### src/rtl/ckdiv_pkg.sv
`timescale 1ns/1ps
package ckdiv_pkg;
  localparam int DIV_CODE_W = 2;
  localparam int NUM_TAPS   = 1 << DIV_CODE_W;
  localparam int CNT_W      = NUM_TAPS;

  typedef struct packed {
    logic                  bypass;
    logic [DIV_CODE_W-1:0] divCode;
  } ck_sel_t;

  localparam int SEL_W = $bits(ck_sel_t);

  typedef struct packed {
    logic    commit;
    ck_sel_t sel;
  } ck_strobe_t;
endpackage

### src/rtl/clkout_div_ctrl.sv
`timescale 1ns/1ps
module clkout_div_ctrl
  import ckdiv_pkg::*;
#(
  parameter int DATA_W = 8,
  parameter int ADDR_W = 8,
  parameter logic [ADDR_W-1:0] REG_ADDR = 'h80
) (
  input  logic              clk,
  input  logic              rstN,
  input  logic              wrEn,
  input  logic [ADDR_W-1:0] addr,
  input  logic [DATA_W-1:0] wrData,
  input  logic              wrapNow,
  output logic [DATA_W-1:0] rdData,
  output ck_strobe_t        strb
);
  localparam int PAD_W = DATA_W - SEL_W;

  ck_sel_t cfgReg;
  ck_sel_t actSel;
  logic    addrHit;

  assign addrHit = (addr == REG_ADDR);

  always_ff @(posedge clk or negedge rstN) begin
    if (!rstN) begin
      cfgReg <= '0;
    end else if (wrEn && addrHit) begin
      cfgReg <= ck_sel_t'(wrData[SEL_W-1:0]);
    end
  end

  // the pending setting is committed only when every divided tap falls together
  always_ff @(posedge clk or negedge rstN) begin
    if (!rstN) begin
      actSel <= '0;
    end else if (wrapNow) begin
      actSel <= cfgReg;
    end
  end

  always_comb begin
    rdData = '0;
    if (addrHit) rdData = {{PAD_W{1'b0}}, cfgReg};
  end

  assign strb.commit = wrapNow;
  assign strb.sel    = actSel;

  AST_WRITE_LOADS: assert property (@(posedge clk) disable iff (!rstN)
    (wrEn && addrHit) |=> (cfgReg == $past(wrData[SEL_W-1:0])));
  AST_MISS_IGNORED: assert property (@(posedge clk) disable iff (!rstN)
    !(wrEn && addrHit) |=> $stable(cfgReg));
  AST_COMMIT_AT_WRAP: assert property (@(posedge clk) disable iff (!rstN)
    !wrapNow |=> $stable(actSel));
endmodule

### src/rtl/clkout_div_dp.sv
`timescale 1ns/1ps
module clkout_div_dp
  import ckdiv_pkg::*;
(
  input  logic       clk,
  input  logic       rstN,
  input  ck_strobe_t strb,
  output logic       wrapNow,
  output logic       ckOut
);
  logic [CNT_W-1:0]      cnt;
  logic [CNT_W-1:0]      cntNext;
  logic [NUM_TAPS-1:0]   tapVec;
  logic [DIV_CODE_W-1:0] tapIdx;
  logic                  divNext;
  logic                  divOut;
  logic                  fEn;

  assign cntNext = cnt + 1'b1;
  assign wrapNow = (cnt == {CNT_W{1'b1}});

  // tap k carries f/(2^(k+1)); the code counts down from the slowest tap
  for (genvar k = 0; k < NUM_TAPS; k++) begin : g_tap
    assign tapVec[k] = cntNext[k];
  end

  assign tapIdx  = DIV_CODE_W'(NUM_TAPS - 1) - strb.sel.divCode;
  assign divNext = tapVec[tapIdx];

  always_ff @(posedge clk or negedge rstN) begin
    if (!rstN) begin
      cnt    <= '0;
      divOut <= 1'b0;
    end else begin
      cnt    <= cntNext;
      divOut <= divNext;
    end
  end

  // the bypass enable moves only while clk is low, so the gated clock cannot chop a pulse
  always_ff @(negedge clk or negedge rstN) begin
    if (!rstN) fEn <= 1'b0;
    else       fEn <= strb.sel.bypass;
  end

  assign ckOut = fEn ? clk : divOut;

  AST_WRAP_LOW: assert property (@(posedge clk) disable iff (!rstN)
    strb.commit |=> !divOut);
  AST_DIV_HALF: assert property (@(posedge clk) disable iff (!rstN)
    (!strb.sel.bypass && strb.sel.divCode == '1 && $stable(strb.sel))
      |=> (divOut != $past(divOut)));
endmodule

### src/rtl/clkout_divider.sv
`timescale 1ns/1ps
module clkout_divider
  import ckdiv_pkg::*;
#(
  parameter int DATA_W = 8,
  parameter int ADDR_W = 8,
  parameter logic [ADDR_W-1:0] REG_ADDR = 'h80
) (
  input  logic              clk,
  input  logic              rstN,
  input  logic              wrEn,
  input  logic [ADDR_W-1:0] addr,
  input  logic [DATA_W-1:0] wrData,
  output logic [DATA_W-1:0] rdData,
  output logic              ckOut
);
  ck_strobe_t strb;
  logic       wrapNow;

  clkout_div_ctrl #(.DATA_W(DATA_W), .ADDR_W(ADDR_W), .REG_ADDR(REG_ADDR)) u_ctrl (
    .clk(clk), .rstN(rstN), .wrEn(wrEn), .addr(addr), .wrData(wrData),
    .wrapNow(wrapNow), .rdData(rdData), .strb(strb)
  );

  clkout_div_dp u_dp (
    .clk(clk), .rstN(rstN), .strb(strb), .wrapNow(wrapNow), .ckOut(ckOut)
  );
endmodule

### config.mk
export PLATFORM = sky130hd
export DESIGN_NAME = clkout_divider
export DESIGN_NICKNAME = d
export VERILOG_FILES = /design/src/rtl/ckdiv_pkg.sv /design/src/rtl/clkout_div_ctrl.sv /design/src/rtl/clkout_div_dp.sv /design/src/rtl/clkout_divider.sv
export SDC_FILE = /design/constraint.sdc
export NUM_CORES = 1
export LEC_CHECK = 0
export CORE_AREA = 2 2 39 41
export CTS_BUF_LIST = sky130_fd_sc_hd__clkbuf_4
export DETAILED_ROUTE_END_ITERATION = 8
export DIE_AREA = 0 0 41 43
export GPL_TIMING_DRIVEN = 0
export PLACE_DENSITY = 0.84
export SLEW_MARGIN = 40
export SYNTH_ARGS = -nofsm -noshare
export SYNTH_HDL_FRONTEND = slang
export SYNTH_SLANG_ARGS = --single-unit
### constraint.sdc
create_clock -name clk -period 3.1 [get_ports clk]
set_clock_uncertainty 0.2 [all_clocks]
set_input_delay 0.62 -clock clk [delete_from_list [all_inputs] [get_ports clk]]
set_output_delay 0.62 -clock clk [all_outputs]
set_load 0.01 [all_outputs]
==> impl_results.md <==
- Status: complete, but fails checks
- Failing checks: negative setup slack
- Post-Route WL: 1041 µm
- Fill count: 121
- CP max FO: 1
- Ports: 28
- Post-DP HPWL: 834.6 µm
- DRC Markers: 0
- Worst skew pair latency: 380 ps
- Initial antenna violation count: 0
- Flops & latches, synth: 12
- Die ar.: 1763 µm²
- Slew Limit Fails: 0
- Synth Instances: 40
- Buffers on Ports: 17
- Leakage Power: 0.4748 nW
- Core Box Area: 1384 µm²
- Critical-path top delay cell: dfrtn_1
- MaxCap Viol Count: 0
- Fin worst setup slack: -501.3 ps
- CP Cell Sequence: mux2_4 -> buf_6
- DRT met1 WL: 390 µm
- Seq/Total Area, Yosys: 0.5393
- Top-area cell type share of the netlist area: 0.4944
- Die Span Y: 43 µm
- Syn-to-layout area delta: 49.89%
- Metal3 WL: 62 µm
- Die Wd: 41 µm
- Most frequent cells in the layout: 13 x clkdlybuf4s50_1, 11 x dfrtp_1, 6 x buf_4, 6 x clkbuf_4, 5 x conb_1
- Rel. slew slack: 0.6476
- Cell Pwr Density: 427.4 nW/µm²
- Worst slew pin tran: 527.0 ps
- Startpoint Class: register
- Worst EP arrival: 2780 ps
- Avg WL per Cell: 12.25 µm
- Clock Pin Slew Worst Setup and Hold Paths: 70 ps
- ANT cells: 0
- Mean Syn Cell Area: 13.92 µm²
- Routed vias: 384
- Top Metal Used: met4
- Initial Util: 0.4024
- CP peak stage delay: 410 ps
- Worst path required time: 2280 ps
- Final Util: 0.6031
- Total count of hold-check failures in the final report: 0
- Tightest Hold Check Type: register to register
- Synth area leaders: dfrtp_1 49%, mux2_2 8.1%, buf_4 6.7%, mux2_1 6.1%, dfrtn_1 4.5%
- Most common cell after layout, fill and taps aside: clkdlybuf4s50_1
- R2R depth: 0
- RSZ-0062 raised after global routing: true
- Yosys top cell by area: dfrtp_1
- Total negative slack: -501.3 ps
- Worst Setup Path Type: register to primary output
- Worst hold stages: 1
- Layout cell share with drive strength beyond 1: 0.3043
- Largest net degree at the start of global routing: 13
- Register Area: 300.3 µm²
- Vias in the first global route: 439
- Footprint of the multi-input gates: 237.7 µm²
- Hold Slack: 271.3 ps
- R2R Setup Slk: 820 ps
- WL met2: 572 µm
- GP Congestion: 0.6326
- Via-per-instance ratio: 4.518
- Netlist Area Pre-Place: 556.8 µm²
- GRT overflow: 0
- Cell variety after synth: 18
- Number of synthesis warnings: 0
- Nets@finish: 90
- First-pass GRT wire length: 1683 µm
- Crit. End Element: primary output
- Final setup vio count: 1
- Placement row count: 14
- Final Total Pwr: 0.3567 mW
- Peak VDD IR: 0.2430 mV
- CTS tree: built
- Post-DRT Antenna Nets: 0
- Drt first pass iters: 2
- Iteration-0 DRC Markers: 4
- Total routing usage reported by global routing: 0.1524
## final timing paths
kind | startpoint | to
max | u_dp.fEn | ckOut
min | u_dp.cnt[0] | u_dp.cnt[0]
min reg2reg | u_dp.cnt[0] | u_dp.cnt[0]
max in group asynchronous | rstN | u_dp.fEn
max reg2reg | u_ctrl.strb[2] | u_dp.fEn
min in group asynchronous | rstN | u_dp.cnt[2]
## registers in the layout, summed over array words and instances, names as in the netlist
| register | count |
|---|---|
| u_ctrl.cfgReg | 3 |
| u_dp.cnt | 4 |
| u_dp.divOut | 1 |
| u_ctrl.strb | 3 |
| u_dp.fEn | 1 |
## final cells by class
class | count | area share
Inverter | 1 | 0.004498
Clock inverter | 1 | 0.004498
Tap cell | 16 | 0.02399
Buffer | 5 | 0.04498
Clock buffer | 7 | 0.06747
Timing Repair Buffer | 17 | 0.2099
Sequential cell | 12 | 0.3598
Multi-Input combinational cell | 26 | 0.2849
## kinds of logic (layout without fill, tap and decap cells)
family        after synthesis  after routing  share of synthesized area
buf+inv                     6             31                    0.07416
other cells                 1              5                   0.006735
mux                         8              8                     0.1820
simple gates               10             10                     0.1438
flops                      12             12                     0.5393
fa+ha+maj                   1              1                    0.02247
xor+xnor                    2              2                    0.03147
## through the flow
stage / std cells / area [µm²] / worst slack, ps
after CTS: 85 / 823.3 / -520.6
after floorplan: 44 / 571.8 / 8.560
after detailed placement: 77 / 762.0 / -437.6
after global routing: 85 / 834.6 / -553.0
final: 85 / 834.6 / -501.3
after global placement: 77 / 762.0 / -426.2
## routing by layer
| layer | vias to the layer above | GRT usage |
|---|---|---|
| li1 | 185 | - |
| met1 | 186 | 0.1536 |
| met2 | 10 | 0.2188 |
| met3 | 3 | 0.07853 |
| met4 | 0 | 0.1267 |
| met5 | - | 0 |
## what timing repair did
item                       in CTS  in global routing
pin swaps                       1                  1
hold buffers                    0                  0
gates resized for setup         6                  4
gates cloned                    0                  0
setup buffers                   1                  0
setup endpoints to repair       4                  4
## cell usage after synthesis (all sizes together)
cell type	count
nor2	1
nand4	1
buf	5
dfrtn	1
ha	1
nor2b	1
nand3	2
mux2	7
and3	1
conb	1
xor2	1
and2	3
inv	1
dfrtp	11
xnor2	1
nor4	1
mux4	1
## worst max-delay path: cells and delay by family, from the launching register on
kind	cells	cell delay [ps]
flip-flops	1	410
buffers and inverters	1	120
multiplexers	1	300
## power by group
part           internal, mW  switching (mW)  total [mW]
Clock                0.0929          0.0649       0.158
Combinational        0.0230          0.0122      0.0353
Sequential            0.161         0.00272       0.164
(Power assumes the default switching activity.)
